==> src/rtl/srx_pkg.sv <==
package srx_pkg;
  typedef enum logic [2:0] {
    FS_IDLE,
    FS_START,
    FS_DATA,
    FS_PAR,
    FS_STOP
  } frame_st_t;

  typedef struct packed {
    logic par_bad;
    logic stop_bad;
  } frame_chk_t;
endpackage

==> src/rtl/srx_sync.sv <==
module srx_sync #(
  parameter int STAGES = 2
) (
  input  logic clk,
  input  logic rst,
  input  logic d,
  output logic q
);
  logic [STAGES-1:0] r_q;

  always_ff @(posedge clk) begin
    if (rst) r_q <= '1;
    else     r_q <= {r_q[STAGES-2:0], d};
  end

  assign q = r_q[STAGES-1];
endmodule

==> src/rtl/srx_framer.sv <==
module srx_framer
  import srx_pkg::*;
#(
  parameter int DATA_BITS = 8,
  parameter int OVS       = 16
) (
  input  logic                 clk,
  input  logic                 rst,
  input  logic                 tick,
  input  logic                 line,
  input  logic                 lock,
  input  logic                 par_en,
  input  logic                 par_odd,
  output logic                 evt,
  output logic [DATA_BITS-1:0] evt_data,
  output frame_chk_t           evt_chk
);
  localparam int CW = $clog2(OVS);
  localparam int BW = (DATA_BITS > 1) ? $clog2(DATA_BITS) : 1;
  localparam logic [CW-1:0] LAST     = CW'(OVS - 1);
  localparam logic [CW-1:0] MID      = CW'(OVS / 2 - 1);
  localparam logic [BW-1:0] LAST_BIT = BW'(DATA_BITS - 1);

  frame_st_t             st_q;
  logic [CW-1:0]         cnt_q;
  logic [BW-1:0]         idx_q;
  logic [DATA_BITS-1:0]  sh_q;
  logic                  pbit_q;
  logic                  prev_q;
  logic                  evt_q;
  logic [DATA_BITS-1:0]  data_q;
  frame_chk_t            chk_q;

  always_ff @(posedge clk) begin
    if (rst) begin
      st_q   <= FS_IDLE;
      cnt_q  <= '0;
      idx_q  <= '0;
      sh_q   <= '0;
      pbit_q <= 1'b0;
      prev_q <= 1'b1;
      evt_q  <= 1'b0;
      data_q <= '0;
      chk_q  <= '0;
    end else begin
      evt_q <= 1'b0;
      if (tick) begin
        prev_q <= line;
        unique case (st_q)
          FS_IDLE: begin
            if (!lock && !evt_q && prev_q && !line) begin
              st_q  <= FS_START;
              cnt_q <= '0;
            end
          end
          FS_START: begin
            if (cnt_q == MID) begin
              cnt_q <= '0;
              idx_q <= '0;
              st_q  <= line ? FS_IDLE : FS_DATA;
            end else begin
              cnt_q <= cnt_q + 1'b1;
            end
          end
          FS_DATA: begin
            if (cnt_q == LAST) begin
              cnt_q <= '0;
              sh_q  <= DATA_BITS'({line, sh_q} >> 1);
              idx_q <= idx_q + 1'b1;
              if (idx_q == LAST_BIT) st_q <= par_en ? FS_PAR : FS_STOP;
            end else begin
              cnt_q <= cnt_q + 1'b1;
            end
          end
          FS_PAR: begin
            if (cnt_q == LAST) begin
              cnt_q  <= '0;
              pbit_q <= line;
              st_q   <= FS_STOP;
            end else begin
              cnt_q <= cnt_q + 1'b1;
            end
          end
          FS_STOP: begin
            if (cnt_q == LAST) begin
              cnt_q          <= '0;
              evt_q          <= 1'b1;
              data_q         <= sh_q;
              chk_q.stop_bad <= ~line;
              chk_q.par_bad  <= par_en && (pbit_q != ((^sh_q) ^ par_odd));
              st_q           <= FS_IDLE;
            end else begin
              cnt_q <= cnt_q + 1'b1;
            end
          end
          default: st_q <= FS_IDLE;
        endcase
      end
    end
  end

  assign evt      = evt_q;
  assign evt_data = data_q;
  assign evt_chk  = chk_q;

  AST_LOCKED_IDLE: assert property (@(posedge clk) disable iff (rst)
    lock |-> st_q == FS_IDLE) else $error("receiver active while flags set");
endmodule

==> src/rtl/srx_status.sv <==
module srx_status
  import srx_pkg::*;
#(
  parameter int DATA_BITS = 8
) (
  input  logic                 clk,
  input  logic                 rst,
  input  logic                 evt,
  input  logic [DATA_BITS-1:0] evt_data,
  input  frame_chk_t           evt_chk,
  input  logic                 clr_full,
  input  logic                 clr_ovr,
  input  logic                 clr_par,
  input  logic                 clr_frm,
  input  logic                 rx_ie,
  input  logic                 err_ie,
  output logic [DATA_BITS-1:0] rx_data,
  output logic                 rx_full,
  output logic                 ovr_err,
  output logic                 par_err,
  output logic                 frm_err,
  output logic                 rx_irq,
  output logic                 err_irq,
  output logic                 lock
);
  logic [DATA_BITS-1:0] data_q;
  logic full_q, ovr_q, par_q, frm_q, rxi_q, eri_q;
  logic set_ovr, set_par, set_frm, take;

  always_comb begin
    set_ovr = evt && full_q;
    set_par = evt && !full_q && evt_chk.par_bad;
    set_frm = evt && !full_q && evt_chk.stop_bad;
    take    = evt && !full_q && !evt_chk.par_bad && !evt_chk.stop_bad;
  end

  always_ff @(posedge clk) begin
    if (rst) begin
      data_q <= '0;
      full_q <= 1'b0;
      ovr_q  <= 1'b0;
      par_q  <= 1'b0;
      frm_q  <= 1'b0;
      rxi_q  <= 1'b0;
      eri_q  <= 1'b0;
    end else begin
      if (take) data_q <= evt_data;
      full_q <= take    | (full_q & ~clr_full);
      ovr_q  <= set_ovr | (ovr_q  & ~clr_ovr);
      par_q  <= set_par | (par_q  & ~clr_par);
      frm_q  <= set_frm | (frm_q  & ~clr_frm);
      rxi_q  <= rx_ie  & full_q;
      eri_q  <= err_ie & (ovr_q | par_q | frm_q);
    end
  end

  assign rx_data = data_q;
  assign rx_full = full_q;
  assign ovr_err = ovr_q;
  assign par_err = par_q;
  assign frm_err = frm_q;
  assign rx_irq  = rxi_q;
  assign err_irq = eri_q;
  assign lock    = ovr_q | par_q | frm_q;

  AST_RDR_HELD: assert property (@(posedge clk) disable iff (rst)
    $past(full_q) |-> $stable(data_q)) else $error("data overwritten while full");
  AST_STICKY_FRM: assert property (@(posedge clk) disable iff (rst)
    ($past(frm_q) && !$past(clr_frm)) |-> frm_q) else $error("frm flag lost");
  AST_STICKY_OVR: assert property (@(posedge clk) disable iff (rst)
    ($past(ovr_q) && !$past(clr_ovr)) |-> ovr_q) else $error("ovr flag lost");
  AST_LOAD_CLEAN: assert property (@(posedge clk) disable iff (rst)
    $rose(full_q) |-> !$past(ovr_q | par_q | frm_q)) else $error("load under lockout");
endmodule

==> src/rtl/serial_rx_guard.sv <==
module serial_rx_guard
  import srx_pkg::*;
#(
  parameter int DATA_BITS   = 8,
  parameter int OVS         = 16,
  parameter int SYNC_STAGES = 2
) (
  input  logic                 clk,
  input  logic                 rst,
  input  logic                 os_tick,
  input  logic                 rxd,
  input  logic                 par_en,
  input  logic                 par_odd,
  input  logic                 rx_ie,
  input  logic                 err_ie,
  input  logic                 clr_full,
  input  logic                 clr_ovr,
  input  logic                 clr_par,
  input  logic                 clr_frm,
  output logic [DATA_BITS-1:0] rx_data,
  output logic                 rx_full,
  output logic                 ovr_err,
  output logic                 par_err,
  output logic                 frm_err,
  output logic                 rx_irq,
  output logic                 err_irq,
  output logic                 line_level
);
  logic                 line_s;
  logic                 lock;
  logic                 evt;
  logic [DATA_BITS-1:0] evt_data;
  frame_chk_t           evt_chk;

  srx_sync #(.STAGES(SYNC_STAGES)) u_sync (
    .clk (clk),
    .rst (rst),
    .d   (rxd),
    .q   (line_s)
  );

  srx_framer #(.DATA_BITS(DATA_BITS), .OVS(OVS)) u_framer (
    .clk      (clk),
    .rst      (rst),
    .tick     (os_tick),
    .line     (line_s),
    .lock     (lock),
    .par_en   (par_en),
    .par_odd  (par_odd),
    .evt      (evt),
    .evt_data (evt_data),
    .evt_chk  (evt_chk)
  );

  srx_status #(.DATA_BITS(DATA_BITS)) u_status (
    .clk      (clk),
    .rst      (rst),
    .evt      (evt),
    .evt_data (evt_data),
    .evt_chk  (evt_chk),
    .clr_full (clr_full),
    .clr_ovr  (clr_ovr),
    .clr_par  (clr_par),
    .clr_frm  (clr_frm),
    .rx_ie    (rx_ie),
    .err_ie   (err_ie),
    .rx_data  (rx_data),
    .rx_full  (rx_full),
    .ovr_err  (ovr_err),
    .par_err  (par_err),
    .frm_err  (frm_err),
    .rx_irq   (rx_irq),
    .err_irq  (err_irq),
    .lock     (lock)
  );

  assign line_level = line_s;
endmodule

==> config.mk <==
export PLATFORM = sky130hd
export DESIGN_NAME = serial_rx_guard
export DESIGN_NICKNAME = d
export VERILOG_FILES = /design/src/rtl/srx_pkg.sv /design/src/rtl/srx_sync.sv /design/src/rtl/srx_framer.sv /design/src/rtl/srx_status.sv /design/src/rtl/serial_rx_guard.sv
export SDC_FILE = /design/constraint.sdc
export NUM_CORES = 1
export LEC_CHECK = 0
export ABC_AREA = 0
export BUFFER_PORTS_ARGS = -buffer_cell sky130_fd_sc_hd__buf_2
export CAP_MARGIN = 20
export CORE_MARGIN = 1
export CORE_UTILIZATION = 45
export CTS_BUF_LIST = sky130_fd_sc_hd__clkbuf_4
export DETAILED_ROUTE_END_ITERATION = 12
export GPL_TIMING_DRIVEN = 1
export PLACE_DENSITY = 0.75
export SYNTH_ARGS = -nofsm -noshare
export SYNTH_HDL_FRONTEND = slang
export SYNTH_SLANG_ARGS = --single-unit
==> constraint.sdc <==
create_clock -name clk -period 1.75 [get_ports clk]
set_input_delay 0.2625 -clock clk [delete_from_list [all_inputs] [get_ports clk]]
set_output_delay 0.2625 -clock clk [all_outputs]
set_load 0.01 [all_outputs]
# Word-level counts from Yosys, hierarchy flattened
# Index checks and enable logic that the tools add are counted.
# Widths: inputs -> output; s select.
[op_classes] n_eq_ne=14 n_reduce_logical=28 mux=17 n_bitwise=20 add_sub_neg=2
[op_table] op="$mux 3" n=9
[op_table] op="$pmux 3 s5" n=1
[op_table] op="$mux 4" n=3
[op_table] op="$ne 2x1->1 const B" n=6
[op_table] op="$pmux 4 s3" n=1
[op_table] op="$reduce_and 3->1" n=4
[op_table] op="$logic_and 1x1->1" n=10
[op_table] op="$reduce_xor 8->1" n=1
[op_table] op="$not 1->1" n=7
[op_table] op="$reduce_and 7->1" n=1
[op_table] op="$and 1x1->1" n=6
[op_table] op="$eq 3x2->1 const B" n=2
[op_table] op="$eq 3x3->1 const B" n=2
[op_table] op="$logic_not 1->1" n=6
[op_table] op="$or 1x1->1" n=6
[op_table] op="$pmux 3 s2" n=1
[op_table] op="$reduce_or 3->1" n=2
[op_table] op="$add 4x1->4 const B" n=1
[op_table] op="$eq 4x3->1 const B" n=1
[op_table] op="$eq 4x4->1 const B" n=1
[op_table] op="$reduce_and 4->1" n=1
[op_table] op="$add 3x1->3 const B" n=1
[op_table] op="$eq 3x1->1 const B" n=1
[op_table] op="$logic_not 3->1" n=1
[op_table] op="other kinds (6)" n=6
[totals] output_inout_bits=15 wordCells=99 ff_bits=47

# Depth between registers and ports, before layout
[depth] word_depth=8 ltp_mapped=6 ltp_nobuf=6

# By module
# A second synthesis with hierarchy kept.
[hier_totals] hier_cells=224 hier_area_um2=2208.4
[by_module_without_submodules] mod="srx_framer" area_per_inst_um2=1567.8 cells_each=163 instances=1
[by_module_without_submodules] mod="srx_status" area_per_inst_um2=588.1 cells_each=57 instances=1
[by_module_without_submodules] mod="srx_sync" area_per_inst_um2=52.6 cells_each=4 instances=1

# Worst setup path before layout
# Ideal clock, no wire load.
[synth_path] kind="flip-flop to flip-flop" startpoint="register u_framer.st_q[1]" endpoint="register u_framer.st_q[1]" slack_ns=0.154 arrival_time_ns=1.481 setup_ns=0.115 path_buffers=1 period_less_slack_ns=1.596 path_stages_with_launch=7 path_cell_list="dfxtp_1 buf_4 or3_1 a31o_1 o311a_1 and4_1 a31o_1"
[synth_between] elab_chain_len=3 elab_cells_between_ends=13 classes_between="10 x eq/ne; 1 x mux; 2 x reduce/logical"
[synth_rtl] item="from (decl)" line="srx_framer.sv:24" text="frame_st_t st_q;"
[synth_rtl] item="from (signal assigned)" line="srx_framer.sv:60" text="st_q <= line ? FS_IDLE : FS_DATA;"
[synth_rtl] item="from (signal assigned)" line="srx_framer.sv:70" text="if (idx_q == LAST_BIT) st_q <= par_en ? FS_PAR : FS_STOP;"
[synth_rtl] item="$eq 3x3->1 (tied with other cells)" line="srx_framer.sv:49" text="unique case (st_q)"
[synth_rtl] item="$ne 2x1->1 (no source line)"
[synth_rtl] item="$reduce_and 7->1 (no source line)"
# Parallel ways exist; a longest one is shown, timed or not.
# A chain may end at the register's enable or synchronous reset.

# Final worst setup path
[layout_path] startpoint="register u_framer.st_q[0]" endpoint="register u_framer.st_q[1]"
# The elaborated chain is that of the path after synthesis.

==> results.json <==
{
  "outcome": "finished clean",
  "worstPathRequired_ps": 2030,
  "drtAntennaViolNets": 0,
  "hold_worst_slack_ps": 68.11,
  "finalWorstSetupSlack_ps": 73.96,
  "sequential_cell_area_fraction_in_the_yosys_report": 0.4645,
  "via_count_of_the_first_global_routing_pass": 1418,
  "drive_above_1_share": 0.2222,
  "syn-num-nets": 236,
  "clock_path_buffers": 2,
  "irDropWorstVdd_mv": 0.2627,
  "setup.worst_path.class": "register to register",
  "chipHeight_um": 69.10,
  "ys_top_cells_by_area": "sky130_fd_sc_hd__dfxtp_1, sky130_fd_sc_hd__mux2i_1, sky130_fd_sc_hd__nor2_1",
  "timing_worst_slew_pin_value_ps": 368.4,
  "yosys_register_bits": 47,
  "endpoint_kind": "register",
  "port_buffers": 26,
  "fill_cells": 398,
  "initial_utilization": 0.4652,
  "flow.area_growth_from_synthesis_pct": 14.45,
  "htree_num_levels": 2,
  "worstSkewPairLatency_ps": 370,
  "route.detailed.vias_per_inst": 5.260,
  "synth_enable_flop_cells": 0,
  "critical_path.startpoint_type": "register",
  "cts_tree": "done",
  "timing.clock.skew_ps": 9.918,
  "grt_remaining_overflow": 0,
  "die_width_um": 69.10,
  "final-instance-count-excl-fill": 304,
  "drt_drc_violations_left": 0,
  "final_max_slew_viol_count": 0,
  "routed_wire_length_per_instance_um": 12.99,
  "post-place-cells": 295,
  "ioPinCount": 27,
  "global_route.usage.total": 0.1667,
  "ctsHoldBuffers": 0,
  "coreArea_mm2": 0.004354,
  "finalSetupViolCount": 0,
  "cts_inserted_buffers": 5,
  "synth.largest_area_cell": "sky130_fd_sc_hd__dfxtp_1",
  "placed_cell_area_mm2": 0.002236,
  "cts.sink_count": 47,
  "gp_congestion": 0.9036,
  "finish.instance_area_mm2": 0.002318,
  "leakagePower_nw": 0.8861,
  "share_of_synthesized_flip_flops_with_an_asynchronous_set_or_reset": 0,
  "antenna-diode-count": 0,
  "drt_iter0_drc": 68,
  "cap_violations": 0,
  "synthesis.yosys.warnings": 0,
  "clockRootBuffer": "sky130_fd_sc_hd__clkbuf_4",
  "die_area_mm2": 0.004774,
  "final_hold_viol_count": 0,
  "synth_largest_type_area_fraction": 0.4645,
  "route.vias.total": 1599,
  "critPathArrivalTime_ps": 1950,
  "synthesis.area_per_instance_um2": 9.166,
  "grt_start_max_net_pins": 29,
  "mappedNetlistArea_mm2": 0.002026,
  "critPathMaxFanout": 7,
  "post_synth_inst_count": 221,
  "wirelength_um": 3949,
  "global_route_wire_length_before_repair_um": 6382,
  "synth_cell_type_count": 47,
  "cellPowerDensity_mw_per_mm2": 728.3,
  "holdCritPathClass": "input pin to register",
  "ys_dominant_reg_cell": "sky130_fd_sc_hd__dfxtp_1",
  "std_cell_rows": 24,
  "detailedPlace.worstSlack_ps": 79.40,
  "period_share": 0.9577,
  "fin_nets": 266,
  "clkTransAtPathRegs_ps": 130,
  "place.detailed.hpwl_um": 2803,
  "firstDrtPassIters": 4,
  "finalWorstPathRequiredPeriod_ps": 1676,
  "postLayoutCoreUtil": 0.5325,
  "fmaxAchievable_mhz": 596.6,
  "antenna_found_initial": 0,
  "worst_slew_margin_rel": 0.7544,
  "regArea_um2": 944.7,
  "area_of_combinational_cells_with_multiple_inputs_mm2": 0.001028
}
==> cells in the mapped netlist, types with 2 or more instances <==
| cell type | count |
|---|---|
| sky130_fd_sc_hd__buf_2 | 3 |
| sky130_fd_sc_hd__nor3_1 | 3 |
| sky130_fd_sc_hd__a211oi_1 | 2 |
| sky130_fd_sc_hd__mux2i_1 | 18 |
| sky130_fd_sc_hd__clkbuf_1 | 6 |
| sky130_fd_sc_hd__nand2b_1 | 7 |
| sky130_fd_sc_hd__ha_1 | 3 |
| sky130_fd_sc_hd__a22oi_1 | 2 |
| sky130_fd_sc_hd__xnor2_1 | 8 |
| sky130_fd_sc_hd__o21ai_1 | 2 |
| sky130_fd_sc_hd__a31o_1 | 2 |
| sky130_fd_sc_hd__or3_1 | 2 |
| sky130_fd_sc_hd__dfxtp_1 | 47 |
| sky130_fd_sc_hd__nor2b_1 | 3 |
| sky130_fd_sc_hd__buf_4 | 2 |
| sky130_fd_sc_hd__nand2_1 | 27 |
| sky130_fd_sc_hd__nand3_1 | 6 |
| sky130_fd_sc_hd__or2_2 | 2 |
| sky130_fd_sc_hd__nor2_1 | 28 |
| sky130_fd_sc_hd__inv_1 | 3 |
| sky130_fd_sc_hd__a21oi_1 | 18 |
| sky130_fd_sc_hd__nand4_1 | 2 |
==> where the power goes <==
| part | internal, mW | leakage, nW | switching, mW |
|---|---|---|---|
| Clock | 0.155 | 0.0288 | 0.362 |
| Sequential | 1.07 | 0.381 | 0.00469 |
| Combinational | 0.0380 | 0.477 | 0.0545 |
| Total | 1.27 | 0.886 | 0.422 |
==> state kept, by name (all words and copies together), names as in the netlist <==
name	flops
u_framer.cnt_q	4
u_framer.evt	1
u_framer.evt_chk	2
u_framer.evt_data	8
u_framer.idx_q	3
u_framer.pbit_q	1
u_framer.prev_q	1
u_framer.sh_q	8
u_framer.st_q	3
u_status.err_irq	1
u_status.frm_err	1
u_status.ovr_err	1
u_status.par_err	1
u_status.rx_data	8
u_status.rx_full	1
u_status.rx_irq	1
u_sync.r_q	2
==> logic make-up (layout without fill, tap and decap cells) <==
logic type                 Yosys count  count (layout)  share of synthesized area
AOI/OAI and AO/OA                   38              38                     0.1279
DFF                                 47              47                     0.4645
buffers and inverters               15              46                    0.03396
muxes                               18              18                    0.08894
xor gates and xnor gates            10              10                    0.05003
and+or+nand+nor                     90              90                     0.2162
adders and majority gates            3               3                    0.01853
==> final cells by class <==
cell class | instances | area share
inverter | 3 | 0.004857
clock inverter | 3 | 0.008635
multi-input combinational | 159 | 0.4436
sequential | 47 | 0.4074
tap | 52 | 0.02806
clock buffer | 5 | 0.01619
timing repair buffer | 35 | 0.09120
==> path summary, 6_finish.rpt <==
check | from | to | slack [ps] | cells after the start
worst max-delay path | u_framer.st_q[0] | u_framer.st_q[1] | 70 | 5
worst min-delay path | rxd | u_sync.r_q[0] | 70 | 2
worst max register to register | u_framer.st_q[0] | u_framer.st_q[1] | 70 | 5
worst min register to register | u_sync.r_q[0] | u_sync.r_q[1] | 430 | 1
==> placed cells by master (no fill, tap or decap), types with 3 or more instances in the layout <==
cell type                  count
sky130_fd_sc_hd__nand2_1      27
sky130_fd_sc_hd__nand2b_1      7
sky130_fd_sc_hd__buf_2        27
sky130_fd_sc_hd__dfxtp_2       3
sky130_fd_sc_hd__nor2_1       28
sky130_fd_sc_hd__xnor2_1       8
sky130_fd_sc_hd__mux2i_1      18
sky130_fd_sc_hd__buf_4         6
sky130_fd_sc_hd__dfxtp_1      44
sky130_fd_sc_hd__clkbuf_4      5
sky130_fd_sc_hd__nor2b_1       3
sky130_fd_sc_hd__a21oi_1      18
sky130_fd_sc_hd__inv_1         3
sky130_fd_sc_hd__nand3_1       6
==> what timing repair did <==
action	CTS	global route
resized for setup	0	9
endpoints found under the setup margin	0	12
endpoints found under the hold margin	0	0
buffers inserted	0	0
==> layer usage <==
metal,global-route usage,vias to the layer above,routed length (um)
met4,0.08844,0,61
met2,0.2729,29,1881
met1,0.2130,745,1826
met5,0,-,0
met3,0.02193,5,180
li1,-,820,-
==> per-stage QoR <==
| step | total power, mW | TNS, ps |
|---|---|---|
| floorplan | 1.163 | 0 |
| global placement | 1.194 | 0 |
| detailed placement | 1.194 | 0 |
| CTS | 1.703 | 0 |
| global route | 1.734 | -5.662 |
| finish | 1.689 | 0 |
==> critical path, cell delays in order (launching register included) <==
cell and delay [ps]:
sky130_fd_sc_hd__dfxtp_1 410, sky130_fd_sc_hd__or3_1 420, sky130_fd_sc_hd__a31o_1 240, sky130_fd_sc_hd__o311a_1 160, sky130_fd_sc_hd__and4_1 190, sky130_fd_sc_hd__a31o_1 170
Power figures use the tool's default switching activity.
